==> src/rtl/sens_out_pkg.sv <==
package sens_out_pkg;
  localparam int unsigned DAC_W = 12;

  // side-band settings that travel with a sample
  typedef struct packed {
    logic [DAC_W-1:0] lo;
    logic [DAC_W-1:0] hi;
    logic             test;
    logic [DAC_W-1:0] dset;
  } side_t;
endpackage

==> src/rtl/sens_mul_stage.sv <==
module sens_mul_stage
  import sens_out_pkg::*;
#(
  parameter int unsigned IN_W   = 16,
  parameter int unsigned CFG_W  = 15,
  parameter int unsigned ACC_W  = 34,
  parameter int unsigned FRAC_SH = 12,
  parameter int unsigned IN_SH  = 4
) (
  input  logic                    clk_i,
  input  logic                    rst_ni,
  input  logic                    valid_i,
  input  logic [IN_W-1:0]         sample_i,
  input  logic [CFG_W-1:0]        gain_i,
  input  logic [CFG_W-1:0]        offset_i,
  input  side_t                   side_i,
  output logic                    valid_o,
  output logic signed [ACC_W-1:0] prod_o,
  output logic signed [ACC_W-1:0] ofs_o,
  output side_t                   side_o
);
  localparam logic signed [ACC_W-1:0] MID = ACC_W'(1 << (CFG_W-1));
  localparam int unsigned TOT_SH = FRAC_SH + IN_SH;

  logic signed [ACC_W-1:0] x_s, g_s, o_s, p_full, p_sh;

  always_comb begin
    x_s    = ACC_W'($signed(sample_i));
    g_s    = $signed({{(ACC_W-CFG_W){1'b0}}, gain_i}) - MID;
    o_s    = $signed({{(ACC_W-CFG_W){1'b0}}, offset_i}) - MID;
    p_full = x_s * g_s;
    p_sh   = p_full >>> TOT_SH;  // floor division
  end

  always_ff @(posedge clk_i or negedge rst_ni) begin
    if (!rst_ni) begin
      valid_o <= 1'b0;
      prod_o  <= '0;
      ofs_o   <= '0;
      side_o  <= '0;
    end else begin
      valid_o <= valid_i;
      if (valid_i) begin
        prod_o <= p_sh;
        ofs_o  <= o_s;
        side_o <= side_i;
      end
    end
  end
endmodule

==> src/rtl/sens_clamp.sv <==
module sens_clamp #(
  parameter int unsigned ACC_W = 34,
  parameter int unsigned DAC_W = 12
) (
  input  logic signed [ACC_W-1:0] prod_i,
  input  logic signed [ACC_W-1:0] ofs_i,
  input  logic [DAC_W-1:0]        lo_i,
  input  logic [DAC_W-1:0]        hi_i,
  output logic [DAC_W-1:0]        code_o
);
  localparam logic signed [ACC_W-1:0] MAX_S = ACC_W'((1 << DAC_W) - 1);

  logic signed [ACC_W-1:0] sum;
  logic [DAC_W-1:0]        sat;

  always_comb begin
    sum = prod_i + ofs_i;
    if (sum < 0)           sat = '0;
    else if (sum > MAX_S)  sat = '1;
    else                   sat = sum[DAC_W-1:0];
    code_o = sat;
    if (code_o > hi_i) code_o = hi_i;
    if (code_o < lo_i) code_o = lo_i;  // low limit last: wins on inversion
  end
endmodule

==> src/rtl/sens_dac_path.sv <==
module sens_dac_path
  import sens_out_pkg::*;
#(
  parameter int unsigned IN_W    = 16,
  parameter int unsigned CFG_W   = 15,
  parameter int unsigned FRAC_SH = 12,
  parameter int unsigned IN_SH   = 4
) (
  input  logic             clk_i,
  input  logic             rst_ni,
  input  logic             valid_i,
  input  logic [IN_W-1:0]  sample_i,
  input  logic [CFG_W-1:0] gain_i,
  input  logic [CFG_W-1:0] offset_i,
  input  logic [DAC_W-1:0] clamp_lo_i,
  input  logic [DAC_W-1:0] clamp_hi_i,
  input  logic             test_i,
  input  logic [DAC_W-1:0] dac_set_i,
  output logic             valid_o,
  output logic [DAC_W-1:0] code_o
);
  localparam int unsigned ACC_W = IN_W + CFG_W + 3;

  side_t                   side_in, side_q;
  logic                    v1;
  logic signed [ACC_W-1:0] prod_q, ofs_q;
  logic [DAC_W-1:0]        clamped;

  assign side_in = '{lo: clamp_lo_i, hi: clamp_hi_i, test: test_i, dset: dac_set_i};

  sens_mul_stage #(
    .IN_W(IN_W), .CFG_W(CFG_W), .ACC_W(ACC_W), .FRAC_SH(FRAC_SH), .IN_SH(IN_SH)
  ) u_mul (
    .clk_i, .rst_ni, .valid_i, .sample_i, .gain_i, .offset_i,
    .side_i (side_in),
    .valid_o(v1),
    .prod_o (prod_q),
    .ofs_o  (ofs_q),
    .side_o (side_q)
  );

  sens_clamp #(.ACC_W(ACC_W), .DAC_W(DAC_W)) u_clamp (
    .prod_i(prod_q),
    .ofs_i (ofs_q),
    .lo_i  (side_q.lo),
    .hi_i  (side_q.hi),
    .code_o(clamped)
  );

  always_ff @(posedge clk_i or negedge rst_ni) begin
    if (!rst_ni) begin
      valid_o <= 1'b0;
      code_o  <= '0;
    end else begin
      valid_o <= v1;
      if (v1) code_o <= side_q.test ? side_q.dset : clamped;
    end
  end
endmodule

==> config.mk <==
export PLATFORM = sky130hd
export DESIGN_NAME = sens_dac_path
export DESIGN_NICKNAME = d
export VERILOG_FILES = /design/src/rtl/sens_out_pkg.sv /design/src/rtl/sens_mul_stage.sv /design/src/rtl/sens_clamp.sv /design/src/rtl/sens_dac_path.sv
export SDC_FILE = /design/constraint.sdc
export NUM_CORES = 1
export LEC_CHECK = 0
export CORE_MARGIN = 2
export CORE_UTILIZATION = 57
export DETAILED_ROUTE_END_ITERATION = 10
export DONT_BUFFER_PORTS = 1
export PLACE_DENSITY = 0.78
export SETUP_SLACK_MARGIN = 0.5
export SYNTH_ARGS = -nofsm -noshare
export SYNTH_HDL_FRONTEND = slang
export SYNTH_SLANG_ARGS = --single-unit
==> constraint.sdc <==
create_clock -name clk_i -period 21.8 [get_ports clk_i]
set_clock_uncertainty 0.1 [all_clocks]
set_input_delay 4.36 -clock clk_i [delete_from_list [all_inputs] [get_ports clk_i]]
set_output_delay 4.36 -clock clk_i [all_outputs]
set_load 0.01 [all_outputs]
==> results of run 1 <==
## worst max-delay path by stage
stage	start	endpoint	cells after the start
floorplan	gain_i[1]	u_mul.prod_o[14]$_DFFE_PN0P_	20
global placement	gain_i[1]	u_mul.prod_o[14]$_DFFE_PN0P_	19
detailed placement	gain_i[1]	u_mul.prod_o[14]$_DFFE_PN0P_	19
CTS	gain_i[1]	u_mul.prod_o[14]$_DFFE_PN0P_	19
global route	gain_i[10]	u_mul.prod_o[14]$_DFFE_PN0P_	21
finish	gain_i[1]	u_mul.prod_o[14]$_DFFE_PN0P_	19
## layout make-up
cell class	instances	share of cell area, %
diodes	1	0.0170
clock inverters	7	0.882
repair buffers	1	0.0509
multi-input cells	1057	72.9
clock buffers	9	1.53
well taps	324	2.75
flip-flops and latches	82	13.9
inverters	312	7.94
## cell usage after synthesis (all sizes together), types with 2 or more instances
cell     instances  area [sq um]
xnor2           26           228
or3              2          12.5
a21oi           53           277
a311oi          11          96.3
a21o            10          75.1
ha             117          1460
mux2            40           450
dfrtp           82          2050
fa             267          5350
a211o            4          35.0
xor2            11          96.3
nor3             8          45.0
nand2          200           751
o21ai           67           335
or4              2          15.0
nor2            35           131
a211oi           6          45.0
o21bai           5          37.5
nand4            6          37.5
and3             2          18.8
or2             15          93.8
o211ai           4          35.0
and2            95           594
and4             2          17.5
clkbuf          47           176
o2111ai          2          17.5
buf              8          38.8
mux2i           14           140
nand3            8          40.0
o22ai            2          12.5
nand2b          23           144
o21a             4          30.0
a21boi           2          15.0
o31ai            2          15.0
inv            312          1170
nor2b            3          18.8
## sequential cells by signal (all words and copies together) (netlist names)
name	flops
valid_o	1
code_o	12
u_mul.prod_o	16
u_mul.valid_o	1
u_mul.side_o	37
u_mul.ofs_o	15
## critical path, cell delays in order
cell	delay, ps
nand2_1	90
inv_1	90
fa_1	600
fa_1	860
inv_1	100
fa_1	470
fa_1	560
fa_1	430
fa_1	490
inv_1	40
ha_1	330
a21oi_1	180
o22ai_1	110
or4_1	470
o21ai_1	290
o2111ai_1	250
a21oi_1	220
xnor2_1	80
mux2_2	250
## stage by stage
step	std cells	instance area (sq um)	hold WS [ps]
finish	1793	14700	409
global route	1793	14700	425
CTS	1792	14700	415
detailed placement	1776	14400	400
global placement	1776	14400	393
floorplan	1506	14200	361
## kinds of logic (layout without fill, tap and decap cells)
family / count (synthesis) / in the layout / share of synthesized area [%]
AND/OR/NAND/NOR: 404 / 404 / 13.7
XOR/XNOR: 37 / 37 / 2.28
other: 0 / 1 / 0
buffers and inverters: 367 / 329 / 9.77
flip-flops: 82 / 82 / 14.5
multiplexers: 54 / 54 / 4.16
adder cells (fa/ha/maj): 384 / 384 / 48.0
AO/OA/AOI/OAI: 178 / 178 / 7.63
## metal layers
layer	share of wire [%]	vias to the layer above	GRT usage (%)
met5	0	-	0
met4	3.0	0	7.92
met3	4.1	64	2.71
met2	53	234	44.7
met1	40	5041	30.6
li1	-	4548	-
==> out/metrics.sh, run 1 <==
SYN_TO_LAYOUT_AREA_DELTA_PCT=3.95
FINAL_WORST_PATH_CYCLE_SHARE_PCT=46.6
DIE_HEIGHT_UM=162
SYNTH_SEQ_CELLS=82
DRT_FIRST_ITER_VIOLATIONS=506
FINAL-HOLD-VIOLATION-COUNT=0
DRT-TOTAL-WL_UM=29700
GRT_FIRST_PASS_WIRELENGTH_UM=51500
MINIMUM_CLOCK_PERIOD_AFTER_LAYOUT_PS=10150
R2R_END='code_o[10]$_DFFE_PN0P_'
DETAIL-ROUTE-ANTENNA-NETS=0
VIAS_IN_THE_FIRST_GLOBAL_ROUTE=10883
DIE_W_UM=162
EDFF_COUNT_SYNTH=0
R2R_SETUP_SLACK_PS=13940
POST_SYNTH_ARST_SHARE_PCT=100
CTS_BUFFERS=9
SETUP-VIOLATIONS-FINAL=0
NATURE_OF_THE_CRITICAL_PATH_ENDPOINT='flip-flop'
DESIGN.CORE.AREA_SQ_MM=0.0244
TIMING.CRITICAL_PATH.FROM_TYPE='input port'
MAPPEDNETLISTAREA_SQ_MM=0.0142
DETAILROUTE.VIA_COUNT=9887
CTS_MAX_LEVEL=3
WORST-ENDPOINT-ARRIVAL_PS=10280
CLK_PATH_BUF_DEPTH=2
WORSTHOLDSTART='u_mul.side_o[4]$_DFFE_PN0P_'
DETAILEDPLACE.WORSTSLACK_PS=11300
TIMING_MAX_TRANSITION_VIOLATIONS_FINAL=0
NUMPORTBUFFERS=0
VIASPERCELL=5.51
N_FILL_CELL=2072
NUM_IO_PINS=99
MAXCAPVIOLATIONS=0
TRITONCTS_CLOCK_TREE='done'
CTSROOTBUFFERMASTER='clkbuf_16'
FMAX_MHz=98.5
FINAL_CRITICAL_PATH_SETUP_SLACK_PS=11650
INITIAL_ANTENNA_VIOLATION_COUNT=1
CTS_NUM_SINKS=82
TIMING.REG2REG.WORST_PATH_DEPTH=32
TIMING.CRITICAL_PATH.FANOUT_MAX=16
GRT_SETUP_UNREPAIRED='false'
ROUTE.DETAILED.WL_PER_INST_UM=16.6
REG2REG_FROM='u_mul.prod_o[0]$_DFFE_PN0P_'
YOSYSUNIQUECELLTYPES=54
SLEW_HEADROOM_PCT=39.1
AREA.SEQUENTIAL_SQ_MM=0.00205
CTS_RESIZED=0
CRIT_REQUIRED_PS=21930
YOSYSWARNINGCOUNT=0
SYNTH_FF_TYPE='dfrtp_1'
POSTCTSHOLDBUFS=0
TIMING_WORST_SLEW_PIN_VALUE_PS=910
PIN_COUNT_OF_THE_BIGGEST_NET_ENTERING_GLOBAL_ROUTING=96
DRIVE_ABOVE_1_SHARE_PCT=5.52
EFFECTIVE_UTILIZATION_AT_FLOORPLAN_PCT=58.2
FINAL_CELL_MIX='312 x inv_1, 267 x fa_1, 200 x nand2_1, 117 x ha_1, 95 x and2_1'
ROWS=57
MULTI_INPUT_COMB_AREA_SQ_MM=0.0108
WORST_SETUP_HOLD_PATH_CLK_SLEW_PS=70
SYN_INST=1506
WORST_SKEW_PAIR_LATER_PIN_LATENCY_PS=340
SYN-NUM-NETS=1976
DRC_ERRORS=0
SYNTH.AVG_CELL_AREA_SQ_UM=9.42
HOLD_END='u_mul.side_o[4]$_DFFE_PN0P_'
STATUS='finished, final reports clean'
FINAL_COMMON_CELL='inv_1'
GR-TOTAL-OVERFLOW=0
SETUP_TNS_PS=0
DP_HPWL_UM=24300
CTS_POST_SETUP_BUFFERS_INSERTED=0
GLOBAL_ROUTE.USAGE.TOTAL_PCT=24.5
YS_SEQ_AREA_SHARE_PCT=14.5
WORST_HOLD_PATH.NUM_CELLS=1
CRITPATHKIND='input port to flip-flop'
GP_CONGESTION=0.862
FINISH.UTILIZATION_PCT=60.5
FIRSTDRTPASSITERS=6
HP-CLASS='flip-flop to flip-flop'
FLOORPLAN.DIE_AREA_SQ_MM=0.0262
FINAL_NET_COUNT=1933
Power of run 1 is not shown: default switching activity piles up to over one toggle a cycle in this logic, so the estimate is an artifact.
==> run 2, diff against run 1 <==
--- a/config.mk
+++ b/config.mk
@@ -9,7 +9,7 @@
 export CORE_UTILIZATION = 57
 export DETAILED_ROUTE_END_ITERATION = 10
 export DONT_BUFFER_PORTS = 1
-export PLACE_DENSITY = 0.78
+export PLACE_DENSITY = 0.81
 export SETUP_SLACK_MARGIN = 0.5
 export SYNTH_ARGS = -nofsm -noshare
 export SYNTH_HDL_FRONTEND = slang
==> constraint.sdc (replaced) <==
create_clock -name clk_i -period 8.1 [get_ports clk_i]
set_clock_uncertainty 0.1 [all_clocks]
set_input_delay 1.62 -clock clk_i [delete_from_list [all_inputs] [get_ports clk_i]]
set_output_delay 1.62 -clock clk_i [all_outputs]
set_load 0.01 [all_outputs]
==> run 2 against run 1 <==
Cell count grew 0.45%; worst setup slack worse by 11000 ps; routed wire length increased by 1.7%; sequential cell count unchanged; hold slack improved by 7.0 ps; non-clock buffer count rose by 7; die area stayed put.
==> out/metrics.sh, run 2 (same netlist as run 1, synthesis figures left out) <==
VIASPERCELL=5.55  # +0.69%
CTSROOTBUFFERMASTER='clkbuf_16'
PATH_COMMON_CELL='a21o_1'
LARGEST-REGISTER='u_mul.side_o'
PIN_COUNT_OF_THE_BIGGEST_NET_ENTERING_GLOBAL_ROUTING=96  # unchanged
TIMING.REG2REG.WORST_PATH_DEPTH=32  # unchanged
DRT_FIRST_ITER_VIOLATIONS=604  # +19%
DRIVE_ABOVE_1_SHARE_PCT=7.18  # +1.7 points
CTS_BUFFERS=9  # unchanged
FINAL_CELL_MIX='312 x inv_1, 266 x fa_1, 200 x nand2_1, 114 x ha_1, 94 x and2_1'
GP_CONGESTION=0.894  # +3.7%
TIMING.CRITICAL_PATH.FROM_TYPE='flip-flop'
FINAL_COMMON_CELL='inv_1'
DIE_W_UM=162  # unchanged
EFFECTIVE_UTILIZATION_AT_FLOORPLAN_PCT=58.2  # unchanged
DETAIL-ROUTE-ANTENNA-NETS=0  # unchanged
STATUS='finished, final reports clean'
SLEW_HEADROOM_PCT=43.0  # +3.9 points
FMAX_MHz=136
CRIT_REQUIRED_PS=8220  # -13710 ps
SETUP-VIOLATIONS-FINAL=0  # unchanged
POSTCTSHOLDBUFS=0  # unchanged
ROWS=57  # unchanged
GLOBAL_ROUTE.USAGE.TOTAL_PCT=25.0  # +0.45 points
LAYOUT_TOP_REGISTERS='u_mul.side_o: 37 flops, u_mul.prod_o: 16 flops, u_mul.ofs_o: 15 flops'
SYN_TO_LAYOUT_AREA_DELTA_PCT=4.72
CRITPATHKIND='flip-flop to flip-flop'
MAXCAPVIOLATIONS=0  # unchanged
SETUP_TNS_PS=0  # unchanged
GR-TOTAL-OVERFLOW=0  # unchanged
FIRSTDRTPASSITERS=5  # -1
CLK_PATH_BUF_DEPTH=2  # unchanged
CTS_MAX_LEVEL=3  # unchanged
HP-CLASS='flip-flop to flip-flop'
TIMING_WORST_SLEW_PIN_VALUE_PS=851  # -58.9 ps
VIAS_IN_THE_FIRST_GLOBAL_ROUTE=11105  # +2.0%
WORST_SKEW_PAIR_LATER_PIN_LATENCY_PS=350  # about the same
TRITONCTS_CLOCK_TREE='done'
FLOORPLAN.DIE_AREA_SQ_MM=0.0262  # unchanged
WORST_HOLD_PATH.NUM_CELLS=1  # unchanged
NUM_IO_PINS=99  # unchanged
N_FILL_CELL=1993  # -3.8%
FINAL_WORST_PATH_CYCLE_SHARE_PCT=90.5
CTS_NUM_SINKS=82  # unchanged
CRIT_SLOWEST_CELL='fa_1'
FINAL-HOLD-VIOLATION-COUNT=0  # unchanged
DETAILROUTE.VIA_COUNT=10000  # +1.1%
GRT_SETUP_UNREPAIRED='true'
TIMING.CRITICAL_PATH.FANOUT_MAX=18  # +2
DESIGN.CORE.AREA_SQ_MM=0.0244  # unchanged
GRT_FIRST_PASS_WIRELENGTH_UM=52300  # +1.4%
WORST-ENDPOINT-ARRIVAL_PS=7450  # -2830 ps
DIE_HEIGHT_UM=162  # unchanged
CP_SLOWEST_STAGE_DELAY_PS=420  # -440 ps
NATURE_OF_THE_CRITICAL_PATH_ENDPOINT='flip-flop'
ROUTE.DETAILED.WL_PER_INST_UM=16.8  # +1.2%
NUMPORTBUFFERS=0  # unchanged
MINIMUM_CLOCK_PERIOD_AFTER_LAYOUT_PS=7330
TIMING_MAX_TRANSITION_VIOLATIONS_FINAL=0  # unchanged
INITIAL_ANTENNA_VIOLATION_COUNT=1  # unchanged
WORST_SETUP_HOLD_PATH_CLK_SLEW_PS=70  # about the same
DRC_ERRORS=0  # unchanged
MAX_REG_FLOPS=37  # unchanged
DP_HPWL_UM=24600  # +0.96%
DRT-TOTAL-WL_UM=30200  # +1.7%
FINAL_NET_COUNT=1941  # +0.41%
-- run 2: final timing paths --
kind,startpoint,end,slack [ps]
worst max-delay path,u_mul.prod_o[0]$_DFFE_PN0P_,code_o[8]$_DFFE_PN0P_,770
worst min-delay path,u_mul.side_o[10]$_DFFE_PN0P_,u_mul.side_o[10]$_DFFE_PN0P_,420
worst max register to register,u_mul.prod_o[0]$_DFFE_PN0P_,code_o[8]$_DFFE_PN0P_,770
worst min register to register,u_mul.side_o[10]$_DFFE_PN0P_,u_mul.side_o[10]$_DFFE_PN0P_,420
max in group asynchronous,rst_ni,u_mul.ofs_o[32]$_DFFE_PN0P_,6930
min in group asynchronous,rst_ni,u_mul.side_o[0]$_DFFE_PN0P_,860
-- run 2: final cells by class --
type / instances / area [sq um] / share of cell area, %
multi-input combinational: 1058 / 10900 / 73.1
sequential: 82 / 2050 / 13.8
inverter: 312 / 1170 / 7.88
tap: 324 / 405 / 2.73
clock buffer: 9 / 225 / 1.52
clock inverter: 7 / 72.6 / 0.489
timing repair buffer: 8 / 61.3 / 0.413
antenna: 1 / 2.50 / 0.0168
-- run 2: what timing repair did --
item / CTS / global route
endpoints found under the hold margin: 0 / 0
pin swaps: 0 / 6
setup buffers: 0 / 5
cloned: 0 / 2
resized for setup: 1 / 22
endpoints found under the setup margin: 7 / 14
-- run 2: critical path: cells and delay by family, from the launching register on --
family / cells / cell delay, ps
adder cells (fa/ha/maj): 5 / 1690
multiplexers: 1 / 230
AO/OA/AOI/OAI: 18 / 3480
flip-flops: 1 / 360
AND/OR/NAND/NOR: 6 / 1110
buffers and inverters: 2 / 240
-- run 2: metal layers --
layer	up-vias	share of wire (%)	routed length [um]	track usage, %
li1	4560	-	-	-
met1	5050	39	11900	30.7
met2	298	52	15600	44.4
met3	92	4.4	1330	3.42
met4	0	4.6	1380	10.5
met5	-	0	0	0
-- run 2: per-stage QoR --
| stage | cells | util (%) | hold slack (ps) | instance area, sq um | setup WS, ps |
|---|---|---|---|---|---|
| final | 1801 | 60.9 | 416 | 14900 | 772 |
| after global routing | 1801 | 60.9 | 422 | 14900 | 412 |
| after CTS | 1793 | 60.3 | 412 | 14700 | 573 |
| after detailed placement | 1777 | 59.0 | 396 | 14400 | 341 |
| after global placement | 1777 | 59.0 | 394 | 14400 | 472 |
| after floorplan | 1506 | - | 361 | 14200 | 517 |
Power of run 2 is left out for the same reason.
==> run 3, diff against run 2 <==
--- a/config.mk
+++ b/config.mk
@@ -5,11 +5,12 @@
 export SDC_FILE = /design/constraint.sdc
 export NUM_CORES = 1
 export LEC_CHECK = 0
+export ABC_CLOCK_PERIOD_IN_PS = 8700
 export CORE_MARGIN = 2
 export CORE_UTILIZATION = 57
 export DETAILED_ROUTE_END_ITERATION = 10
 export DONT_BUFFER_PORTS = 1
-export PLACE_DENSITY = 0.81
+export PLACE_DENSITY = 0.78
 export SETUP_SLACK_MARGIN = 0.5
 export SYNTH_ARGS = -nofsm -noshare
 export SYNTH_HDL_FRONTEND = slang
==> constraint.sdc (replaced) <==
create_clock -name clk_i -period 8.7 [get_ports clk_i]
set_clock_uncertainty 0.1 [all_clocks]
set_input_delay 1.74 -clock clk_i [delete_from_list [all_inputs] [get_ports clk_i]]
set_output_delay 1.74 -clock clk_i [all_outputs]
set_load 0.01 [all_outputs]
==> run 3 against run 2 <==
Maximum frequency down 5.1%; clock-buffer cell count stayed put; cell count is 0.50% lower; hold slack got worse by 2.1 ps; core utilization down 0.67 points; critical path depth is 1 lower; sequential share of layout area is 0.15 points higher.
==> out/metrics.sh, run 3 (same netlist as run 1, synthesis figures left out) <==
STATUS='finished, final reports clean'
FINAL_NET_COUNT=1933  # -0.41%
CTS_BUFFERS=9  # unchanged
MAX_REG_FLOPS=37  # unchanged
GLOBAL_ROUTE.USAGE.TOTAL_PCT=25.0  # +0.053 points
CRITICAL_PATH.STARTPOINT='u_mul.prod_o[0]$_DFFE_PN0P_'
VIASPERCELL=5.48  # -1.4%
DRC_ERRORS=0  # unchanged
POSTCTSHOLDBUFS=0  # unchanged
SETUP-VIOLATIONS-FINAL=0  # unchanged
CTS_NUM_SINKS=82  # unchanged
R2R_END='code_o[10]$_DFFE_PN0P_'
WORST_SETUP_HOLD_PATH_CLK_SLEW_PS=70  # about the same
ROUTE.DETAILED.WL_PER_INST_UM=16.6  # -1.0%
FMAX_MHz=130  # -5.1%
DRIVE_ABOVE_1_SHARE_PCT=5.65  # -1.5 points
GRT_FIRST_PASS_WIRELENGTH_UM=52200  # -0.19%
NUM_IO_PINS=99  # unchanged
EFFECTIVE_UTILIZATION_AT_FLOORPLAN_PCT=58.2  # unchanged
MAXCAPVIOLATIONS=0  # unchanged
FIRSTDRTPASSITERS=5  # unchanged
MINIMUM_CLOCK_PERIOD_AFTER_LAYOUT_PS=7720  # +393 ps
GR-TOTAL-OVERFLOW=0  # unchanged
SETUP_TNS_PS=0  # unchanged
R2R_SETUP_SLACK_PS=980  # +210 ps
DESIGN.CORE.AREA_SQ_MM=0.0244  # unchanged
GP_CONGESTION=0.868  # -2.8%
CLK_PATH_BUF_DEPTH=2  # unchanged
DIE_HEIGHT_UM=162  # unchanged
PATH_DELAY_FAMILY='compound AO/OA/AOI/OAI gates'
SLEW_HEADROOM_PCT=41.1  # -2.0 points
DRT-TOTAL-WL_UM=29700  # -1.5%
CTSROOTBUFFERMASTER='clkbuf_16'
TIMING_WORST_SLEW_PIN_VALUE_PS=881  # +29.8 ps
LAYOUT_TOP_REGISTERS='u_mul.side_o: 37 flops, u_mul.prod_o: 16 flops, u_mul.ofs_o: 15 flops'
CRIT_REQUIRED_PS=8820  # +600 ps
SYN_TO_LAYOUT_AREA_DELTA_PCT=3.57
VIAS_IN_THE_FIRST_GLOBAL_ROUTE=10992  # -1.0%
WORST_HOLD_PATH.NUM_CELLS=1  # unchanged
DETAIL-ROUTE-ANTENNA-NETS=0  # unchanged
TIMING.CRITICAL_PATH.FROM_TYPE='flip-flop'
CRITPATHKIND='flip-flop to flip-flop'
CTS_MAX_LEVEL=3  # unchanged
LARGEST-REGISTER='u_mul.side_o'
FINAL_COMMON_CELL='inv_1'
FINAL_WORST_PATH_CYCLE_SHARE_PCT=88.7  # -1.7 points
ENDPOINT='code_o[10]$_DFFE_PN0P_'
DETAILROUTE.VIA_COUNT=9814  # -1.9%
NATURE_OF_THE_CRITICAL_PATH_ENDPOINT='flip-flop'
WORST_SKEW_PAIR_LATER_PIN_LATENCY_PS=350  # about the same
WORST-ENDPOINT-ARRIVAL_PS=7840  # +390 ps
GRT_SETUP_UNREPAIRED='false'
DRT_FIRST_ITER_VIOLATIONS=430  # -29%
TRITONCTS_CLOCK_TREE='done'
CRITICAL_PATH.N_BUFFERS_INVERTERS=2  # unchanged
PIN_COUNT_OF_THE_BIGGEST_NET_ENTERING_GLOBAL_ROUTING=96  # unchanged
TIMING.CRITICAL_PATH.FANOUT_MAX=27  # +9
ROWS=57  # unchanged
NUMPORTBUFFERS=0  # unchanged
TIMING_MAX_TRANSITION_VIOLATIONS_FINAL=0  # unchanged
PATH_DEPTH=31  # -3.1%
INSERTEDDIODECOUNT=0  # -1
FINAL-HOLD-VIOLATION-COUNT=0  # unchanged
FINAL_CELL_MIX='312 x inv_1, 267 x fa_1, 200 x nand2_1, 117 x ha_1, 95 x and2_1'
DIE_W_UM=162  # unchanged
CP_SLOWEST_STAGE_DELAY_PS=500  # +80 ps
PATH_COMMON_CELL='a21o_1'
TIMING.REG2REG.WORST_PATH_DEPTH=31  # -3.1%
REG2REG_FROM='u_mul.prod_o[0]$_DFFE_PN0P_'
CRIT_SLOWEST_CELL='a311oi_1'
FLOORPLAN.DIE_AREA_SQ_MM=0.0262  # unchanged
HP-CLASS='flip-flop to flip-flop'
INITIAL_ANTENNA_VIOLATION_COUNT=0  # -1
DP_HPWL_UM=24600  # about the same
run 3: layout make-up:
class,instances,area (sq um)
clock inverter,7,71.3
timing repair buffer,1,7.51
tap,324,405
clock buffer,9,225
fill,2078,9700
sequential,82,2050
multi-input combinational,1057,10800
inverter,312,1170
run 3: worst min path at each step:
| stage | slack [ps] | endpoint | start |
|---|---|---|---|
| 3_3_place_gp | 390 | u_mul.side_o[4]$_DFFE_PN0P_ | u_mul.side_o[4]$_DFFE_PN0P_ |
| 2_1_floorplan | 360 | valid_o$_DFF_PN0_ | u_mul.valid_o$_DFF_PN0_ |
| 5_1_grt | 430 | u_mul.side_o[8]$_DFFE_PN0P_ | u_mul.side_o[8]$_DFFE_PN0P_ |
| 6_report | 410 | u_mul.side_o[10]$_DFFE_PN0P_ | u_mul.side_o[10]$_DFFE_PN0P_ |
| 3_5_place_dp | 400 | u_mul.side_o[10]$_DFFE_PN0P_ | u_mul.side_o[10]$_DFFE_PN0P_ |
| 4_1_cts | 420 | u_mul.side_o[10]$_DFFE_PN0P_ | u_mul.side_o[10]$_DFFE_PN0P_ |
run 3: through the flow:
stage / util, % / hold slack, ps / std cells / instance area [sq um] / setup slack, ps
3_5_place_dp: 59.0 / 400 / 1776 / 14400 / 780
2_1_floorplan: - / 361 / 1506 / 14200 / 997
5_1_grt: 60.2 / 431 / 1792 / 14700 / 514
4_1_cts: 60.2 / 416 / 1792 / 14700 / 833
6_report: 60.2 / 414 / 1792 / 14700 / 980
3_3_place_gp: 59.0 / 393 / 1776 / 14400 / 941
run 3: worst register-to-register path: cells and delay by family, from the launching register on:
family,cells,cell delay (ps)
compound gates,17,3630
fa+ha+maj,5,1730
simple gates,6,1140
flops,1,350
buf+inv,2,340
mux,1,310
run 3: timing repair:
action                     4_1_cts  5_1_grt
gates resized for setup          0        2
buffers inserted                 0        0
setup endpoints to repair        0        7
run 3: routing by layer:
layer / vias up / share of wire [%] / GRT usage (%)
met1: 4983 / 41 / 31.3
met4: 0 / 3.5 / 8.65
li1: 4535 / - / -
met3: 70 / 3.5 / 3.24
met5: - / 0 / 0
met2: 226 / 52 / 45.0
Power of run 3 is left out for the same reason.
